==> src/rtl/busdiff_pkg.sv <==
`timescale 1ns/1ps
package busdiff_pkg;

  typedef enum logic [1:0] {
    ST_NORMAL = 2'd0,
    ST_EXTF   = 2'd1,
    ST_EXTSAT = 2'd2
  } sat_state_e;

  // Saturation flag implied by a state code
  function automatic logic sat_of(input sat_state_e s);
    return (s != ST_NORMAL);
  endfunction

endpackage

==> src/rtl/busdiff_opzone.sv <==
`timescale 1ns/1ps
// Operating-point classification: region and slope-line comparison
module busdiff_opzone #(
  parameter int W  = 16,
  parameter int SW = 8
) (
  input  logic [W-1:0]  diff_mag,
  input  logic [W-1:0]  rest_mag,
  input  logic [SW-1:0] low_slope,
  input  logic [W-1:0]  high_bkpt,
  output logic          region2,
  output logic          under_line,
  output logic          phasor_entry
);
  localparam int PW = W + SW;

  // diff * 2^SW strictly below rest * slope
  function automatic logic below_slope(input logic [W-1:0] d,
                                       input logic [W-1:0] r,
                                       input logic [SW-1:0] s);
    logic [PW-1:0] lhs;
    logic [PW-1:0] rhs;
    lhs = PW'(d) << SW;
    rhs = PW'(r) * PW'(s);
    return lhs < rhs;
  endfunction

  always_comb begin
    region2      = rest_mag > high_bkpt;
    under_line   = below_slope(diff_mag, rest_mag, low_slope);
    phasor_entry = region2 && under_line;
  end
endmodule

==> src/rtl/busdiff_satfsm.sv <==
`timescale 1ns/1ps
// Sealed-in three-state saturation detector with return timer
module busdiff_satfsm
  import busdiff_pkg::*;
#(
  parameter int TW = 12
) (
  input  logic          clk,
  input  logic          rst_n,
  input  logic          sample_vld,
  input  logic          phasor_entry,
  input  logic          didt_flag,
  input  logic          biased_pkp,
  input  logic [TW-1:0] ret_count,
  output sat_state_e    state_q,
  output sat_state_e    state_nxt,
  output logic          entry_evt,
  output logic          timeout_evt
);
  localparam int CW = TW + 1;

  logic [TW-1:0] cnt_q;
  logic [TW-1:0] cnt_nxt;
  logic [CW-1:0] lim;

  always_comb begin
    lim         = (ret_count == '0) ? CW'(1) : {1'b0, ret_count};
    entry_evt   = phasor_entry || didt_flag;
    timeout_evt = !biased_pkp && (({1'b0, cnt_q} + CW'(1)) >= lim);
    state_nxt   = state_q;
    unique case (state_q)
      ST_NORMAL: if (entry_evt) state_nxt = ST_EXTF;
      ST_EXTF: begin
        if (biased_pkp)       state_nxt = ST_EXTSAT;
        else if (timeout_evt) state_nxt = ST_NORMAL;
      end
      ST_EXTSAT: if (timeout_evt) state_nxt = ST_NORMAL;
      default:   state_nxt = ST_NORMAL;
    endcase
    if (state_nxt == ST_NORMAL || biased_pkp) cnt_nxt = '0;
    else if (state_q == ST_NORMAL)            cnt_nxt = '0;
    else                                      cnt_nxt = cnt_q + TW'(1);
  end

  always_ff @(posedge clk or negedge rst_n) begin
    if (!rst_n) begin
      state_q <= ST_NORMAL;
      cnt_q   <= '0;
    end else if (sample_vld) begin
      state_q <= state_nxt;
      cnt_q   <= cnt_nxt;
    end
  end
endmodule

==> src/rtl/busdiff_tripgate.sv <==
`timescale 1ns/1ps
// Adaptive 1-out-of-2 / 2-out-of-2 trip supervision
module busdiff_tripgate (
  input  logic clk,
  input  logic rst_n,
  input  logic sample_vld,
  input  logic region2,
  input  logic sat_nxt,
  input  logic biased_pkp,
  input  logic unbiased_op,
  input  logic dir_ok,
  output logic mode_q,
  output logic trip_q
);
  logic need_dir;
  logic sup_trip;

  always_comb begin
    need_dir = !region2 || sat_nxt;
    sup_trip = biased_pkp && (dir_ok || !need_dir);
  end

  always_ff @(posedge clk or negedge rst_n) begin
    if (!rst_n) begin
      mode_q <= 1'b1;
      trip_q <= 1'b0;
    end else if (sample_vld) begin
      mode_q <= need_dir;
      trip_q <= unbiased_op || sup_trip;
    end
  end
endmodule

==> src/rtl/busdiff_satsup.sv <==
`timescale 1ns/1ps
module busdiff_satsup
  import busdiff_pkg::*;
#(
  parameter int W  = 16,
  parameter int SW = 8,
  parameter int TW = 12
) (
  input  logic          clk,
  input  logic          rst_n,
  input  logic          sample_vld,
  input  logic [W-1:0]  diff_mag,
  input  logic [W-1:0]  rest_mag,
  input  logic [SW-1:0] low_slope,
  input  logic [W-1:0]  high_bkpt,
  input  logic [TW-1:0] ret_count,
  input  logic          biased_pkp,
  input  logic          unbiased_op,
  input  logic          didt_flag,
  input  logic          dir_ok,
  output logic [1:0]    state_o,
  output logic          sat_flag,
  output logic          mode_2oo2,
  output logic          trip
);
  logic       region2;
  logic       under_line;
  logic       phasor_entry;
  logic       entry_evt;
  logic       timeout_evt;
  sat_state_e state_q;
  sat_state_e state_nxt;

  busdiff_opzone #(.W(W), .SW(SW)) u_zone (
    .diff_mag     (diff_mag),
    .rest_mag     (rest_mag),
    .low_slope    (low_slope),
    .high_bkpt    (high_bkpt),
    .region2      (region2),
    .under_line   (under_line),
    .phasor_entry (phasor_entry)
  );

  busdiff_satfsm #(.TW(TW)) u_fsm (
    .clk          (clk),
    .rst_n        (rst_n),
    .sample_vld   (sample_vld),
    .phasor_entry (phasor_entry),
    .didt_flag    (didt_flag),
    .biased_pkp   (biased_pkp),
    .ret_count    (ret_count),
    .state_q      (state_q),
    .state_nxt    (state_nxt),
    .entry_evt    (entry_evt),
    .timeout_evt  (timeout_evt)
  );

  busdiff_tripgate u_gate (
    .clk         (clk),
    .rst_n       (rst_n),
    .sample_vld  (sample_vld),
    .region2     (region2),
    .sat_nxt     (sat_of(state_nxt)),
    .biased_pkp  (biased_pkp),
    .unbiased_op (unbiased_op),
    .dir_ok      (dir_ok),
    .mode_q      (mode_2oo2),
    .trip_q      (trip)
  );

  assign state_o  = state_q;
  assign sat_flag = sat_of(state_q);
endmodule

==> config.mk <==
export PLATFORM = sky130hd
export DESIGN_NAME = busdiff_satsup
export DESIGN_NICKNAME = d
export VERILOG_FILES = /design/src/rtl/busdiff_pkg.sv /design/src/rtl/busdiff_opzone.sv /design/src/rtl/busdiff_satfsm.sv /design/src/rtl/busdiff_tripgate.sv /design/src/rtl/busdiff_satsup.sv
export SDC_FILE = /design/constraint.sdc
export NUM_CORES = 1
export LEC_CHECK = 0
export ABC_AREA = 1
export BUFFER_PORTS_ARGS = -buffer_cell sky130_fd_sc_hd__buf_4
export CORE_MARGIN = 10
export CORE_UTILIZATION = 37
export CTS_CLUSTER_SIZE = 24
export DETAILED_ROUTE_END_ITERATION = 10
export PLACE_DENSITY_LB_ADDON = 0.2
export SYNTH_ARGS = -nofsm -noshare
export SYNTH_HDL_FRONTEND = slang
export SYNTH_SLANG_ARGS = --single-unit
==> constraint.sdc <==
create_clock -name clk -period 2.9 [get_ports clk]
set_input_delay 0.29 -clock clk [delete_from_list [all_inputs] [get_ports clk]]
set_output_delay 0.29 -clock clk [all_outputs]
set_load 0.005 [all_outputs]
== After elaboration in Yosys (flattened, before gate mapping) ==
Cells that the tools add are included.
Storage, ports and cells
  bits in registers: 16
  output and inout port bits: 5
  word-level logic and storage cells: 35
Cells by class
  add/sub/neg operators: 2
  $mul: 1
  order comparisons: 3
  eq/ne operators: 2
  multiplexer cells: 7
  reductions and logical operators: 16
Operators with widths (count)
  $mux W12: 3
  $lt A24 B24 Y1: 1
  $mul A16 B8 Y24: 1
  $gt A16 B16 Y1: 1
  $add A12 B1 Y13 const B: 1
  $ge A13 B13 Y1: 1
  $add A12 B1 Y12 const B: 1
  $logic_not A12 Y1: 1
  $mux W2: 3
  $pmux W2 S3: 1
  $logic_or A1 B1 Y1: 5
  $logic_not A2 Y1: 2
  $reduce_bool A2 Y1: 2
  $logic_and A1 B1 Y1: 3
  $logic_not A1 Y1: 3
  $eq A2 B1 Y1 const B: 1
  $eq A2 B2 Y1 const B: 1

== Logic depth before layout (Yosys ltp) ==
Gate-level depths: netlist (run 1).
  depth in word-level cells: 13
  gate-level depth with buffers: 37
  depth with buffers taken out: 35

== Modules after synthesis ==
Synthesis (run 1) repeated with hierarchy kept, for this count alone.
Unflattened totals
  cells, all modules: 1091
  area, all modules: 7025.5 um2
By module, submodules not included
  busdiff_opzone: instances 1, cells an instance 866, area each 5487.8 um2
  busdiff_satfsm: instances 1, cells an instance 206, area each 1412.6 um2
  busdiff_tripgate: instances 1, cells an instance 13, area each 102.6 um2
  busdiff_satsup: instances 1, cells an instance 6, area each 22.5 um2

== Least setup slack after synthesis (run 1) ==
OpenSTA, ideal clock, no wires.
  path type: input-to-reg
  from: in low_slope[7]
  to: reg u_fsm.cnt_q[8]
  setup time: 0.125 ns
  arrival time: 5.678 ns
  data required time: 2.775 ns
  setup slack: -2.903 ns
  cell stages on the path: 30
  cell sequence: clkbuf_1 -> clkbuf_1 -> nand2_1 -> fa_1 -> fa_1 -> inv_1 -> fa_1 -> inv_1 -> fa_1 -> inv_1 -> ha_1 -> a21oi_1 -> o211ai_2 -> a21boi_4 -> o21ai_4 -> a21oi_4 -> o21bai_2 -> xnor2_1 -> ha_1 -> nand2_1 -> nor2_1 -> nand3_1 -> nor2_1 -> nand3_1 -> nand3_2 -> nand2_2 -> a21boi_4 -> nand2_4 -> nand2_8 -> o22ai_2
Between the ends
  cells in the longest elaborated chain, start to end: 9
Ends and longest elaborated chain
  start: declaration: line busdiff_satsup.sv:14  | input logic [SW-1:0] low_slope,
  $mul A16 B8 Y24: line busdiff_opzone.sv:24  | rhs = PW'(r) * PW'(s);
  $lt A24 B24 Y1: line busdiff_opzone.sv:25  | return lhs < rhs;
  $logic_and A1 B1 Y1: line busdiff_opzone.sv:31  | phasor_entry = region2 && under_line;
  $logic_or A1 B1 Y1: line busdiff_satfsm.sv:28  | entry_evt = phasor_entry || didt_flag;
  $mux W2: line busdiff_satfsm.sv:32  | ST_NORMAL: if (entry_evt) state_nxt = ST_EXTF;
  $pmux W2 S3: line busdiff_satfsm.sv:31  | unique case (state_q)
  $logic_not A2 Y1: line busdiff_satfsm.sv:40  | if (state_nxt == ST_NORMAL || biased_pkp) cnt_nxt = '0;
  $logic_or A1 B1 Y1: line busdiff_satfsm.sv:40
  $mux W12: line busdiff_satfsm.sv:40
  end signal: assignment: line busdiff_satfsm.sv:51  | cnt_q <= cnt_nxt;
  end: declaration: line busdiff_satfsm.sv:22  | logic [TW-1:0] cnt_q;
Every way passes these cells.
A chain may end at the register's enable or synchronous reset.

== Final worst setup path (run 1) ==
  from: in low_slope[5]
  to: reg u_fsm.cnt_q[0]
Same word-level chain as after synthesis.

==> run metrics, run 1 <==
commonest non-fill, non-tap cell in the layout=inv_1; Crit-path slowest cell=fa_1; share of cells above drive strength 1=28.14%; Std-Cell Rows=49; placed cell area=8344 um^2; Distinct cells, synth=52; post-synthesis mux area share=0%; ant diodes=0; Crit Reg-Reg Startpoint=u_fsm.cnt_q[0]; max-slew violations=0; Hold Path Depth=2; post-synthesis sequential area ratio=6.027%; sequential cell area=401.6 um^2; WP data required=3.03 ns; total number of vias=5903; MaxCap Viol Count=0; post-synthesis net count=1193; area of the multi-input gates=5529 um^2; All-Layer GR Usage=14.34%; Max FO, Critical Path=8; cell total after placement=1311; Non-Filler Instances=1327; total power draw=7.427 mW; Max Clk Rate=186.4 MHz; Max H-tree Level=1; HPWL Detailed=14640 um; initial antenna violation count=0; clk buf depth=2; CP max stage delay=0.52 ns; crit path DAT=5.49 ns; reg2reg setup slack=0.08 ns; RSZ-0062 raised after global routing=true; First DRT Iteration DRCs=249; Die Wd=154.2 um; Avg Inst Size Synth=7.052 um^2; post-synthesis adder-cell area fraction=41.95%; simple-gate share of the synthesized area=22.38%; Synth Area in XOR/XNOR=3.286%; die area=23780 um^2; drt first pass iters=5; hold_ws=0.3012 ns; port bufs=79; asr flop ratio synth=100.0%; first-pass GRT wire length=29480 um; clock tree root buffer cell=clkbuf_16; via density per instance=4.448; Die Ht=154.2 um; Synth Cell Area=6664 um^2; Post-Place Worst Slack=-3.012 ns; hold path startpoint=sample_vld; status=complete, but fails checks; main combinational cell family by area after synthesis=adder cells; number of global-route vias before repair=6276; final instance area=8828 um^2; R2R Path End=u_fsm.cnt_q[6]; post-route clock skew=0.002856 ns; I/O pins=80; CTS tree=built; Most common cell on crit path=fa_1; Pwr Density=841.2 nW/um^2; Hold Path Sink=u_fsm.cnt_q[3]; post-route ant nets=0; Least-Margin Pin Slew=0.8913 ns; clk slew on worst S/H paths=0.05 ns; post-route clock period utilization=185.0%; final setup vio count=15; total clock sinks=16; Post-synth EDFFs=0; Total Wirelength=16610 um; Main synth FF type=dfrtp_1; Placer Congestion=0.8226; compound-cell area share of the yosys netlist=8.806%; number of remaining DRC errors=0; Net count, final=1347; classification of the worst setup path=in2reg; Setup WS post-layout=-2.465 ns; crit path launch type=input port; routed len/inst=12.52 um; Setup crit end kind=flip-flop; Gate Count Post-Synth=945; Slew headroom=40.36%; final hold vios=0; post-route minimum period=5.365 ns; CTS Buf Count=3; number of fill cells=1796; effective utilization at floorplan=37.35%; Pleak=5.317 nW; Worst-Skew Late Latency=0.25 ns; most frequent cells in the layout=inv_1, nand2_1, buf_4; Synth Register Bits=16; Layout area overhead=32.48%; Core Region=17840 um^2; min-delay worst type=in2reg; Worst Reg-to-Reg Cells=17; GRT overflow=0; pin count of the biggest net entering global routing=17; synth warn=0; Worst IR Drop VDD=0.0005776 V; failing checks=negative setup slack
stage by stage:
step           util (%)  TNS (ns)
2_1_floorplan         -    -34.93
3_3_place_gp      46.77    -43.14
3_5_place_dp      46.77    -44.17
4_1_cts           48.38    -36.22
5_1_grt           49.48    -40.33
6_report          49.48    -36.14
cells by family (layout without fill, tap and decap cells):
| logic type | count (synthesis) | after routing |
|---|---|---|
| AND/OR/NAND/NOR | 342 | 343 |
| buffers and inverters | 311 | 463 |
| adder cells (fa/ha/maj) | 173 | 173 |
| AO/OA/AOI/OAI | 78 | 78 |
| XOR/XNOR | 25 | 25 |
| flip-flops | 16 | 16 |
cell type report:
| cell class | instances | share of cell area [%] |
|---|---|---|
| multi-input combinational | 619 | 62.63 |
| timing repair buffer | 182 | 16.79 |
| inverter | 277 | 11.78 |
| sequential | 16 | 4.549 |
| tap | 229 | 3.245 |
| clock buffer | 4 | 1.006 |
layer usage:
layer	global-route usage [%]	up-vias	share of wire, %
li1	-	3074	-
met5	0	-	0
met3	1.664	8	4.3
met1	19.26	2734	47
met2	24.94	87	48
met4	1.260	0	0.57
cell usage after synthesis (2+ instances only):
cell / n / area share [%]
nand2_2: 8 / 0.75
a21oi_1: 28 / 2.1
a21boi_4: 2 / 0.56
xor2_1: 14 / 1.8
o21ai_2: 7 / 0.92
fa_1: 84 / 25
nor2_2: 3 / 0.28
nand3_2: 7 / 1.1
o21ai_0: 8 / 0.60
a21o_1: 5 / 0.56
a21oi_2: 3 / 0.39
nand4_1: 8 / 0.75
o21bai_2: 2 / 0.34
inv_1: 275 / 15
o22ai_2: 3 / 0.56
nand3_1: 13 / 0.98
nor4_1: 3 / 0.28
a21boi_0: 2 / 0.23
dfrtp_1: 15 / 5.6
a221oi_1: 2 / 0.26
nor3_1: 3 / 0.23
nor2_4: 3 / 0.51
nand2_1: 248 / 14
ha_1: 89 / 17
clkbuf_1: 32 / 1.8
nor2_1: 35 / 2.0
inv_2: 2 / 0.11
xnor2_1: 11 / 1.4
buf_2: 2 / 0.15
nand3b_1: 2 / 0.23
nand2_4: 2 / 0.34
o21ai_1: 4 / 0.30
worst max-delay path by stage:
stage | start | endpoint | slack, ns | depth (start not counted)
finish | low_slope[5] | u_fsm.cnt_q[0] | -2.46 | 30
global route | low_slope[5] | u_fsm.cnt_q[3] | -2.75 | 31
CTS | low_slope[5] | u_fsm.cnt_q[0] | -2.46 | 31
detailed placement | low_slope[3] | u_fsm.cnt_q[0] | -3.01 | 30
global placement | low_slope[7] | u_fsm.cnt_q[11] | -2.94 | 31
floorplan | low_slope[2] | u_fsm.cnt_q[0] | -2.39 | 31
power by group:
group | internal (mW) | total, mW | switching, mW | leakage [nW]
registers | 0.252 | 0.286 | 0.0344 | 0.214
clock network | 0.210 | 0.298 | 0.0886 | 0.0442
logic | 3.36 | 6.84 | 3.48 | 5.06
registers in the layout, summed over array words and instances (netlist names):
register and cells:
u_fsm.cnt_q 12, u_fsm.state_q 2, u_gate.mode_q 1, u_gate.trip_q 1
repair_timing:
item | CTS | global route
hold endpoints to repair | 15 | 0
pin swaps | 34 | 44
gates cloned | 1 | 1
buffers inserted | 5 | 4
resized for setup | 32 | 37
setup endpoints to repair | 15 | 15
hold buffers | 1 | 0
critical path: cells and delay by family:
family                   cells  cell delay (ns)
XOR/XNOR                     1             0.14
adder cells (fa/ha/maj)      6             2.54
buffers and inverters        8             0.63
AND/OR/NAND/NOR             11             1.10
AO/OA/AOI/OAI                4             0.79
No activity file was read; power rests on OpenSTA's default activity.
==> run 2, diff against run 1 <==
--- a/config.mk
+++ b/config.mk
@@ -11,7 +11,7 @@
 export CORE_UTILIZATION = 37
 export CTS_CLUSTER_SIZE = 24
 export DETAILED_ROUTE_END_ITERATION = 10
-export PLACE_DENSITY_LB_ADDON = 0.2
+export PLACE_DENSITY = 0.62
 export SYNTH_ARGS = -nofsm -noshare
 export SYNTH_HDL_FRONTEND = slang
 export SYNTH_SLANG_ARGS = --single-unit
==> run metrics, run 2 (same netlist as run 1, synthesis figures left out) <==
status=complete, but fails checks; failing checks=negative setup slack; final instance area=8875 um^2 (+0.52%); Psw=3.625 mW (+0.50%); port bufs=79 (unchanged); crit path DAT=5.31 ns (-0.18 ns); Die Wd=154.2 um (unchanged); share of cells above drive strength 1=29.29% (+1.1 points); ant diodes=0 (unchanged); post-layout util=49.74% (+0.26 points); final hold vios=0 (unchanged); met3 wire length=767 um (+7.9%); clock tree root buffer cell=clkbuf_16; Total Wirelength=16820 um (+1.2%); Worst IR Drop VDD=0.0006746 V (+17%); final setup vio count=15 (unchanged); CTS Buf Count=3 (unchanged); Biggest register=u_fsm.cnt_q; Die Ht=154.2 um (unchanged); post-route clock skew=0.004500 ns (+0.001644 ns); First DRT Iteration DRCs=347 (+39%); final setup TNS=-33.53 ns (+2.609 ns); Std-Cell Rows=49 (unchanged); P_int=3.901 mW (+2.1%); total clock sinks=16 (unchanged); MaxCap Viol Count=0 (unchanged); Net count, final=1345 (-0.15%); Core Region=17840 um^2 (unchanged); sequential cell area=401.6 um^2 (unchanged); GRT overflow=0 (unchanged); met2 routed WL=8276 um (+3.7%); Max Clk Rate=193.2 MHz (+3.6%); post-route ant nets=0 (unchanged); CTS tree=built; sequential power share=3.8% (about the same); switching share of power=48.17% (-0.40 points); Clock power frac=3.6% (-0.4 points); Top Registers=u_fsm.cnt_q x12, u_fsm.state_q x2; Placer Congestion=0.7945 (-3.4%); total number of vias=6060 (+2.7%); hold_ws=0.3157 ns (+0.01441 ns); crit path launch type=input port; Layout area overhead=33.18%; CP max stage delay=0.52 ns (about the same); Pleak=5.335 nW (+0.34%); min-delay worst type=in2reg; number of fill cells=1788 (-0.45%); effective utilization at floorplan=37.35% (unchanged); Max H-tree Level=1 (unchanged); via density per instance=4.574 (+2.8%); area of the multi-input gates=5560 um^2 (+0.57%); Pwr Density=848.0 nW/um^2 (+0.81%); clk slew on worst S/H paths=0.05 ns (about the same); Setup crit end kind=flip-flop; max-slew violations=0 (unchanged); HPWL Detailed=14600 um (-0.27%); classification of the worst setup path=in2reg; I/O pins=80 (unchanged); number of remaining DRC errors=0 (unchanged); Max FO, Critical Path=11 (+3); commonest non-fill, non-tap cell in the layout=inv_1; clk buf depth=2 (unchanged); Combinational Power Share=92.6% (+0.5 points); die area=23780 um^2 (unchanged); Setup WS post-layout=-2.276 ns (+0.1889 ns); Slew headroom=43.94% (+3.6 points); most frequent cells in the layout=inv_1, nand2_1, buf_4; placed cell area=8292 um^2 (-0.63%); highest metal used=met4; WP data required=3.03 ns (about the same); number of global-route vias before repair=6498 (+3.5%); max reg flops=12 (unchanged); initial antenna violation count=0 (unchanged); Least-Margin Pin Slew=0.8378 ns (-0.05348 ns); Worst-Skew Late Latency=0.25 ns (about the same); RSZ-0062 raised after global routing=true; first-pass GRT wire length=29930 um (+1.5%); drt first pass iters=5 (unchanged); post-route clock period utilization=178.5% (-6.5 points); pin count of the biggest net entering global routing=17 (unchanged); All-Layer GR Usage=14.56% (+0.22 points); routed len/inst=12.69 um (+1.4%); post-route minimum period=5.176 ns (-0.1889 ns); Crit-path slowest cell=fa_1; Met1 Wirelength=7657 um (-2.0%)
==> run 2: per-stage QoR <==
step	std cells	setup slack (ns)	total power, mW
floorplan	945	-2.391	4.476
global placement	1304	-2.874	6.340
detailed placement	1304	-2.896	6.392
CTS	1321	-2.303	7.421
global route	1325	-2.575	8.462
finish	1325	-2.276	7.526
==> run 2: cell type report <==
class	count	area share [%]
multi-input cells	619	62.65
repair buffers	180	16.99
inverters	277	11.72
flip-flops and latches	16	4.526
well taps	229	3.229
clock buffers	4	0.8882
==> run 2: final timing paths <==
path,from,endpoint,slack (ns),depth (start not counted)
worst max-delay path,low_slope[6],u_fsm.cnt_q[11],-2.28,31
worst min-delay path,unbiased_op,u_gate.trip_q,0.32,3
worst max register to register,u_fsm.cnt_q[0],u_fsm.cnt_q[8],0.10,14
worst min register to register,u_gate.mode_q,u_gate.mode_q,0.47,2
max in group asynchronous,rst_n,u_gate.mode_q,2.21,2
min in group asynchronous,rst_n,u_fsm.cnt_q[1],0.44,2
==> run 2: layer usage <==
metal	track usage (%)	vias to the layer above
li1	-	3069
met1	19.07	2864
met2	25.69	121
met3	1.941	6
met4	1.395	0
met5	0	-
==> run 2: worst max-delay path: cells and delay by family <==
kind	cells	cell delay, ns
xor+xnor	1	0.14
buf+inv	6	0.52
compound gates	5	0.70
fa+ha+maj	6	2.47
simple gates	13	1.21
==> run 2: repair_timing <==
| action | in CTS | in global routing |
|---|---|---|
| pin swaps | 69 | 12 |
| endpoints found under the hold margin | 15 | 0 |
| cloned | 2 | 0 |
| hold buffers | 1 | 0 |
| setup buffers | 10 | 4 |
| setup endpoints to repair | 15 | 16 |
| resized for setup | 83 | 10 |
==> run 2: power by group through the flow <==
| stage | Clock [mW] | Combinational [mW] | Sequential [mW] |
|---|---|---|---|
| global route | 0.291 | 7.88 | 0.290 |
| finish | 0.273 | 6.97 | 0.285 |
| global placement | 0 | 6.05 | 0.288 |
| CTS | 0.276 | 6.86 | 0.286 |
| floorplan | 0 | 4.19 | 0.283 |
| detailed placement | 0 | 6.10 | 0.289 |
